--- src/rtl/fse_pkg.sv ---
package fse_pkg;
  localparam int BYTE_W = 8;
  typedef logic [BYTE_W-1:0] byte_t;
  localparam byte_t ERASED_VAL = '1;
  localparam int POLL_BIT   = 7;
  localparam int TOGGLE_BIT = 6;

  typedef enum logic [2:0] {
    ST_IDLE,
    ST_PRD,
    ST_PWR,
    ST_PWAIT,
    ST_ERASE
  } op_state_t;

  function automatic byte_t status_word(input logic poll, input logic tog);
    byte_t w;
    w = '0;
    w[POLL_BIT]   = poll;
    w[TOGGLE_BIT] = tog;
    return w;
  endfunction
endpackage

--- src/rtl/fse_timer.sv ---
module fse_timer #(
  parameter int CW = 8
) (
  input  logic          clk,
  input  logic          rst,
  input  logic          start,
  input  logic [CW-1:0] limit_in,
  input  logic          run,
  output logic          reached
);
  logic [CW-1:0] cnt_q;
  logic [CW-1:0] lim_q;

  always_ff @(posedge clk) begin
    if (rst) begin
      cnt_q <= '0;
      lim_q <= '0;
    end else if (start) begin
      cnt_q <= CW'(1);
      lim_q <= limit_in;
    end else if (run && (cnt_q < lim_q)) begin
      cnt_q <= cnt_q + CW'(1);
    end
  end

  assign reached = (cnt_q >= lim_q);

  p_timer_bound_r3: assert property (@(posedge clk) disable iff (rst)
    cnt_q <= lim_q);
endmodule

--- src/rtl/fse_sweep.sv ---
module fse_sweep #(
  parameter int AW = 10
) (
  input  logic          clk,
  input  logic          rst,
  input  logic          start,
  input  logic [AW-1:0] base,
  output logic          active,
  output logic [AW-1:0] addr,
  output logic          last
);
  logic          act_q;
  logic [AW-1:0] addr_q;

  always_ff @(posedge clk) begin
    if (rst) begin
      act_q  <= 1'b0;
      addr_q <= '0;
    end else if (start) begin
      act_q  <= 1'b1;
      addr_q <= base;
    end else if (act_q) begin
      if (addr_q == '1) act_q <= 1'b0;
      else              addr_q <= addr_q + AW'(1);
    end
  end

  assign active = act_q;
  assign addr   = addr_q;
  assign last   = act_q && (addr_q == '1);

  p_sweep_monotonic_r6: assert property (@(posedge clk) disable iff (rst)
    (act_q && !start && $past(act_q)) |-> (addr_q == $past(addr_q) + AW'(1)));
endmodule

--- src/rtl/fse_status.sv ---
module fse_status
  import fse_pkg::*;
(
  input  logic  clk,
  input  logic  rst,
  input  logic  rd_req,
  input  logic  status_sel,
  input  logic  op_start,
  input  logic  poll_bit,
  input  byte_t arr_rdata,
  output logic  rd_valid,
  output byte_t rd_data
);
  logic  tog_q;
  logic  tog_use;
  logic  p1_v_q, p1_st_q;
  byte_t p1_word_q;
  logic  v_q;
  byte_t d_q;

  assign tog_use = op_start ? 1'b0 : tog_q;

  always_ff @(posedge clk) begin
    if (rst) begin
      tog_q <= 1'b0;
    end else if (op_start) begin
      tog_q <= rd_req;
    end else if (status_sel && rd_req) begin
      tog_q <= ~tog_q;
    end
  end

  always_ff @(posedge clk) begin
    if (rst) begin
      p1_v_q    <= 1'b0;
      p1_st_q   <= 1'b0;
      p1_word_q <= '0;
      v_q       <= 1'b0;
      d_q       <= '0;
    end else begin
      p1_v_q    <= rd_req;
      p1_st_q   <= status_sel;
      p1_word_q <= status_word(poll_bit, tog_use);
      v_q       <= p1_v_q;
      if (p1_v_q) d_q <= p1_st_q ? p1_word_q : arr_rdata;
    end
  end

  assign rd_valid = v_q;
  assign rd_data  = d_q;

  p_toggle_flip_r5: assert property (@(posedge clk) disable iff (rst)
    (rd_req && status_sel && !op_start) |=> (tog_q != $past(tog_q)));
  p_rd_latency_r2: assert property (@(posedge clk) disable iff (rst)
    rd_valid |-> $past(rd_req, 2));
endmodule

--- src/rtl/flash_op_engine.sv ---
module flash_op_engine
  import fse_pkg::*;
#(
  parameter int ADDR_W       = 16,
  parameter int BOOT_SIZE    = 8192,
  parameter int PROG_CYCLES  = 2500,
  parameter int ERASE_CYCLES = 2500000
) (
  input  logic              clk,
  input  logic              rst,
  input  logic              prog_req,
  input  logic [ADDR_W-1:0] prog_addr,
  input  logic [7:0]        prog_data,
  input  logic              erase_req,
  input  logic              lock_boot,
  input  logic              rd_req,
  input  logic [ADDR_W-1:0] rd_addr,
  output logic              rd_valid,
  output logic [7:0]        rd_data,
  output logic              busy,
  output logic [ADDR_W-1:0] arr_addr,
  output logic              arr_re,
  output logic              arr_we,
  output logic [7:0]        arr_wdata,
  input  logic [7:0]        arr_rdata
);
  localparam int DEPTH = 1 << ADDR_W;
  localparam int MAXT  = (ERASE_CYCLES > PROG_CYCLES) ? ERASE_CYCLES : PROG_CYCLES;
  localparam int MAXV  = (MAXT > DEPTH) ? MAXT : DEPTH;
  localparam int CW    = $clog2(MAXV + 1);
  localparam logic [CW-1:0]     PROG_L  = CW'(PROG_CYCLES);
  localparam logic [CW-1:0]     ERASE_L = CW'(ERASE_CYCLES);
  localparam logic [ADDR_W-1:0] BOOT_A  = ADDR_W'(BOOT_SIZE);

  op_state_t         state_q;
  logic [ADDR_W-1:0] paddr_q;
  byte_t             pdata_q;
  logic              pblock_q;
  logic              elock_q;
  logic              b7_q;

  logic idle, op_start, start_erase, start_prog;
  logic t_reached;
  logic sw_active, sw_last;
  logic [ADDR_W-1:0] sw_addr;
  logic [ADDR_W-1:0] sweep_base;
  logic prog_lock;
  logic cur_poll;

  assign idle        = (state_q == ST_IDLE);
  assign busy        = !idle;
  assign start_erase = idle && erase_req;
  assign start_prog  = idle && prog_req && !erase_req;
  assign op_start    = start_erase || start_prog;

  generate
    if (BOOT_SIZE > 0) begin : g_lock
      assign sweep_base = lock_boot ? BOOT_A : '0;
      assign prog_lock  = lock_boot && (prog_addr < BOOT_A);
    end else begin : g_nolock
      assign sweep_base = '0;
      assign prog_lock  = 1'b0;
    end
  endgenerate

  fse_timer #(.CW(CW)) u_timer (
    .clk      (clk),
    .rst      (rst),
    .start    (op_start),
    .limit_in (start_erase ? ERASE_L : PROG_L),
    .run      (busy),
    .reached  (t_reached)
  );

  fse_sweep #(.AW(ADDR_W)) u_sweep (
    .clk    (clk),
    .rst    (rst),
    .start  (start_erase),
    .base   (sweep_base),
    .active (sw_active),
    .addr   (sw_addr),
    .last   (sw_last)
  );

  always_ff @(posedge clk) begin
    if (rst) begin
      state_q  <= ST_IDLE;
      paddr_q  <= '0;
      pdata_q  <= '0;
      pblock_q <= 1'b0;
      elock_q  <= 1'b0;
      b7_q     <= 1'b0;
    end else begin
      case (state_q)
        ST_IDLE: begin
          if (start_erase) begin
            state_q <= ST_ERASE;
            elock_q <= lock_boot;
            b7_q    <= 1'b0;
          end else if (start_prog) begin
            state_q  <= ST_PRD;
            paddr_q  <= prog_addr;
            pdata_q  <= prog_data;
            pblock_q <= prog_lock;
            b7_q     <= ~prog_data[POLL_BIT];
          end
        end
        ST_PRD:   state_q <= ST_PWR;
        ST_PWR:   state_q <= t_reached ? ST_IDLE : ST_PWAIT;
        ST_PWAIT: if (t_reached) state_q <= ST_IDLE;
        ST_ERASE: if (t_reached && (!sw_active || sw_last)) state_q <= ST_IDLE;
        default:  state_q <= ST_IDLE;
      endcase
    end
  end

  always_comb begin
    arr_addr  = rd_addr;
    arr_wdata = arr_rdata & pdata_q;
    arr_we    = 1'b0;
    arr_re    = idle && rd_req && !op_start;
    case (state_q)
      ST_PRD: begin
        arr_addr = paddr_q;
        arr_re   = 1'b1;
      end
      ST_PWR: begin
        arr_addr = paddr_q;
        arr_we   = !pblock_q;
      end
      ST_ERASE: begin
        arr_addr  = sw_addr;
        arr_wdata = ERASED_VAL;
        arr_we    = sw_active;
      end
      default: ;
    endcase
  end

  assign cur_poll = busy ? b7_q : (erase_req ? 1'b0 : ~prog_data[POLL_BIT]);

  fse_status u_status (
    .clk        (clk),
    .rst        (rst),
    .rd_req     (rd_req),
    .status_sel (busy || op_start),
    .op_start   (op_start),
    .poll_bit   (cur_poll),
    .arr_rdata  (arr_rdata),
    .rd_valid   (rd_valid),
    .rd_data    (rd_data)
  );

  p_idle_no_write_r1: assert property (@(posedge clk) disable iff (rst)
    idle |-> !arr_we);
  p_busy_hold_r3: assert property (@(posedge clk) disable iff (rst)
    $rose(busy) |=> busy);
  p_erase_end_r6: assert property (@(posedge clk) disable iff (rst)
    (idle && $past(state_q) == ST_ERASE) |-> $past(!sw_active || sw_last));
  p_boot_kept_r7: assert property (@(posedge clk) disable iff (rst)
    (arr_we && state_q == ST_ERASE && elock_q) |-> (arr_addr >= BOOT_A));
  p_ignore_busy_r8: assert property (@(posedge clk) disable iff (rst)
    (busy && state_q == ST_PWAIT && !t_reached) |=> (state_q == ST_PWAIT));
endmodule

--- config.mk ---
export PLATFORM = sky130hd
export DESIGN_NAME = flash_op_engine
export DESIGN_NICKNAME = d
export VERILOG_FILES = /design/src/rtl/fse_pkg.sv /design/src/rtl/fse_timer.sv /design/src/rtl/fse_sweep.sv /design/src/rtl/fse_status.sv /design/src/rtl/flash_op_engine.sv
export SDC_FILE = /design/constraint.sdc
export NUM_CORES = 1
export LEC_CHECK = 0
export BUFFER_PORTS_ARGS = -buffer_cell sky130_fd_sc_hd__buf_2
export CORE_MARGIN = 8
export CORE_UTILIZATION = 30
export CTS_BUF_LIST = sky130_fd_sc_hd__clkbuf_16
export DETAILED_ROUTE_END_ITERATION = 8
export GPL_ROUTABILITY_DRIVEN = 1
export PLACE_DENSITY = 0.46
export SKIP_LAST_GASP = 1
export SLEW_MARGIN = 40
export SYNTH_ARGS = -nofsm -noshare
export SYNTH_HDL_FRONTEND = slang
export SYNTH_HIERARCHICAL = 1
export SYNTH_SLANG_ARGS = --single-unit
--- constraint.sdc ---
create_clock -name clk -period 2.3 [get_ports clk]
set_input_delay 0.46 -clock clk [delete_from_list [all_inputs] [get_ports clk]]
set_output_delay 0.46 -clock clk [all_outputs]
set_load 0.05 [all_outputs]
# Word level (Yosys, flattened, before mapping)
# Cells that the tools add are included.
# totals
reg_bits	110
in_bits	54
wordCells	92
# classes
add_sub_neg	2
magnitude_cmp	3
n_eq_ne	9
mux	27
n_bitwise	4
reduce_logical	29
# ops
operator	n
$mux W16	3
$pmux W16 S2	1
$add A22 B1 Y22 const B	1
$ge A22 B22 Y1	1
$lt A22 B22 Y1	1
$mux W22	1
$add A16 B1 Y16 const B	1
$eq A16 B16 Y1 const B	1
$lt A16 B14 Y1 const B	1
$mux W8	2
$pmux W3 S5	1
$mux W14	1
$mux W1	12
$mux W3	4
$logic_and A1 B1 Y1	10
$and A8 B8 Y8	1
$reduce_bool A2 Y1	4
$eq A3 B2 Y1 const B	2
$ne A2 B2 Y1 const B	3
$reduce_and A3 Y1	2
$logic_not A1 Y1	5
$reduce_and A2 Y1	2
$reduce_or A2 Y1	2
$eq A3 B1 Y1 const B	1
other kinds (7)	11

# Depth between registers and ports, before layout
# depth
ltp_word	8
depth_mapped	10
mapped_depth_nobuf	10

# By module
# The synthesis kept the hierarchy.
# by_module_without_submodules
mod	instances	cells_per_inst	area_per_inst_um2
fse_timer	1	286	2464.9
flash_op_engine	1	202	1606.5
fse_sweep	1	134	1143.6
fse_status	1	51	489.2

# Least setup slack after synthesis
# No wires, ideal clock.
# synth_path
path_kind	reg2reg
from	register state_q[2]
to	register u_timer.cnt_q[10]
setup_ns	0.132
arrival_time_ns	2.554
setup_slack_ns	-0.387
stages_incl_launch_ff	11
period_less_slack_ns	2.687
cell_sequence	dfxtp_1 buf_4 nor3_4 inv_2 clkbuf_1 nor2_1 clkbuf_1 or2_2 buf_1 clkbuf_1 a21oi_1
# synth_via
elab_cells_between_ends	8
classes_between	8 x reduce/logical
# synth_rtl
item	line_no	text
start, declared	flash_op_engine.sv:35	op_state_t state_q;
start signal, assigned	flash_op_engine.sv:109	ST_PWR: state_q <= t_reached ? ST_IDLE : ST_PWAIT;
$logic_not A3 Y1	flash_op_engine.sv:50	assign idle = (state_q == ST_IDLE);
$logic_not A1 Y1	flash_op_engine.sv:51	assign busy = !idle;
named net busy	flash_op_engine.sv:20	output logic busy,
$logic_and A1 B1 Y1	fse_timer.sv:21	end else if (run && (cnt_q < lim_q)) begin
end signal, assigned	fse_timer.sv:22	cnt_q <= cnt_q + CW'(1);
end, declared	fse_timer.sv:11	logic [CW-1:0] cnt_q;
# The timed path passes the listed nets, and every way through them passes these cells.
# A chain may end at the register's enable or synchronous reset.

# Final worst setup path
# layout_path
from	register state_q[1]
to	output port arr_addr[12]
# layout_via
elab_chain_cells	3
elab_cells_between_ends	5
classes_between	3 x eq/ne; 1 x mux; 1 x reduce/logical
# layout_rtl
item	line_no	text
$eq A3 B2 Y1 / $eq A3 B1 Y1 (equally long branches)	flash_op_engine.sv:122	case (state_q)
$reduce_or A2 Y1 (no source line)	n/a	
$pmux W16 S2 (*)	flash_op_engine.sv:122	
end, declared	flash_op_engine.sv:21	output logic [ADDR_W-1:0] arr_addr,
# Mark *: on every way between the ends. The rest lies on a longest branch, timed or not.

==> metrics.txt <==
status=complete, but fails checks; failing checks=negative setup slack; register area=0.00211 mm^2; vias=5458; Slew @ Worst Pin=0.587 ns; fmax=~430 MHz; final period utilization=1.02; Worst R2R Setup Slack=0 ns; Clock transition at path regs=0.08 ns; Synth Register Bits=104; antenna violations before repair=1; largest family of logic cells by synthesized area=simple AND/OR/NAND/NOR gates; most frequent cells in the layout=dfxtp_1 (81), buf_2 (72), a21oi_1 (62); overall die width=154 um; largest cells by area after synthesis=dfxtp_1 (36%), a21oi_1 (6.5%), ha_1 (5.3%); CTS Sinks=approximately 100; mux cell area share after synthesis=0.0474; WL per Instance=16.7 um; number of synthesized flops with an enable pin=0; Synth Area in Adders=0.0526; min Tclk post-route=2.34 ns; 1st-iter DRT viols=302; DIE AREA=0.0237 mm^2; Top Usage Layer GRT=met2; clk root buf=clkbuf_16; fraction of the mapped netlist area in simple logic gates=0.243; post-synthesis cell count=between 600 and 700; Async SR Flop Fraction=0; met1 GRT Util=0.173; dpl hpwl=12.2 mm; Via density=approximately 5.2; TritonCTS clock tree=done; maximum vdd drop=376 uV; mapped cell area=0.00570 mm^2; DRC errors left=0; leakage power=3.09 nW; Hold WC Path Type=in2reg; routability cong.=0.826; Diodes inserted=0; RSZ-0062 raised after global routing=yes; TritonCTS buffer count=9; WL final=17.5 mm; Clock power frac=0.285; kind of critical path=reg2out; Sw Ratio=0.369; Cell Pwr Density=714 mW/mm^2; share of cells above drive strength 1=0.319; worst setup margin=-0.0416 ns; post-synthesis compound-gate area fraction=0.222; Die Ht=154 um; Setup-failing EPs final=12; Core ar.=0.0187 mm^2; All-Layer GR Usage=0.136; post-synth top area cell=dfxtp_1; synthesis-to-layout area growth=34.5%; Fill cells=1842; met2 global-route usage=0.229; Crit. End Element=output port; Netlist cell types=67; Clock Path Buffers=2; Critical Path AT=1.88 ns; # rows=50; P_int=3.46 mW; max cap viols=0; commonest non-fill, non-tap cell in the layout=dfxtp_1; GR Overflow Total=0; CP Max Fanout=8; first-pass GRT wire length=~26 mm; CP Launch Type=flop; initial core utilization=0.305; Min Hold Slack=0.336 ns; top-area cell type share of the netlist area=0.365; net switching power figure=approximately 2 mW; sequential fraction of the synthesis area=0.365; ys flop type=dfxtp_1; clk_skew=0.0109 ns; vias in the first global route=5120; post-synthesis xor/xnor area fraction=0.00461; I/O Buffers=89; Syn Area/Cell=about 8.5 um^2; sequential power share=0.381; Hold Violations, Final=0; GR Util met3=0.0196; nets@finish=887; Clock Latency Late Sink=0.36 ns; Critical Path RT=1.84 ns; IO Pins=90; largest net degree at the start of global routing=43; area of the multi-input gates=0.00374 mm^2; Logic pwr share=0.334; Antenna Nets Post-Route=0; Slew headroom=0.608; Pre-Repair DR Iteration Count=5; H-tree depth=3; Slew Viols, Final=0; worst slack at placement=0.0230 ns; synth warn=6
## worst paths after layout
| check | start | end | cells past startpoint |
|---|---|---|---|
| setup / recovery | state_q[1] | arr_addr[12] | 6 |
| hold reg to reg | pblock_q | pblock_q | 2 |
| hold / removal | arr_rdata[0] | u_status/rd_data[0] | 3 |
| setup reg to reg | u_timer/lim_q[11] | u_timer/cnt_q[14] | 10 |
## layout make-up
class / count / area share
flip-flops and latches: 104 / 0.276
clock buffers: 9 / 0.0294
inverters: 40 / 0.0201
well taps: 234 / 0.0382
repair buffers: 142 / 0.140
clock inverters: 7 / 0.00946
multi-input cells: 512 / 0.487
## cell families after synthesis
logic type,after synthesis
adders and majority gates,24
DFF,104
AOI/OAI and AO/OA,192
buffers and inverters,84
xor gates and xnor gates,3
other,2
and+or+nand+nor,237
muxes,27
## critical path, stage by stage, from the launching register on
cell     delay [ns]
dfxtp_2        0.34
buf_6          0.13
nor3b_4        0.23
buf_4          0.15
o21ba_4        0.18
a221o_1        0.34
buf_6          0.16
## metal layers
metal	up-vias	wire, um	share of wire
li1	2698	-	-
met1	2634	8210	0.47
met2	107	8450	0.48
met3	19	556	0.032
met4	0	282	0.016
met5	-	0	0
## state kept, by name, indices dropped and copies added (netlist names)
register,flops
u_timer/cnt_q,22
u_timer/lim_q,22
paddr_q,16
u_sweep/addr,16
pdata_q,8
u_status/rd_data,8
state_q,3
u_status/p1_word_q,2
b7_q,1
pblock_q,1
u_status/p1_st_q,1
u_status/p1_v_q,1
u_status/rd_valid,1
u_status/tog_q,1
u_sweep/active,1
## per-stage QoR
stage	power [mW]	cell area [um^2]	std cells	utilization	TNS, ns
final	5.48	7670	1048	0.410	-0.181
after global routing	5.75	7670	1048	0.410	-1.90
after CTS	5.20	6940	1027	0.371	-0.435
after detailed placement	3.58	6600	1010	0.353	0
after global placement	3.55	6590	1010	0.353	-0.00499
after floorplan	3.20	5810	699	-	0
## power by group through the flow
stage	clock network, mW	logic [mW]	registers (mW)
after CTS	1.63	1.50	2.08
after floorplan	0	1.12	2.08
after global routing	1.69	1.96	2.11
final	1.56	1.83	2.09
after detailed placement	0	1.46	2.12
after global placement	0	1.43	2.11
## cell usage after synthesis (3+ instances only)
master / instances
dfxtp_1: 104
a21oi_1: 74
nor2_1: 55
nand3_1: 45
o21ai_0: 43
inv_1: 39
mux2i_1: 27
nand2_1: 27
clkbuf_1: 24
ha_1: 24
and2_1: 18
a221o_1: 16
nor2b_1: 15
o31ai_1: 14
or4_1: 13
or3_1: 12
buf_2: 10
a21o_1: 9
nand4_1: 7
nor3_1: 7
a211oi_1: 6
and3_1: 6
a311oi_1: 5
and4_1: 4
buf_6: 4
nand4_4: 4
buf_1: 3
nand2b_1: 3
or2_2: 3
## what timing repair did
action | CTS | global route
hold buffers | 0 | 0
endpoints found under the setup margin | 18 | 38
gates resized for setup | 12 | 141
pin swaps | 1 | 45
buffers inserted | 1 | 17
cloned | 0 | 4
Note: power is estimated with default switching activity, not from simulation.
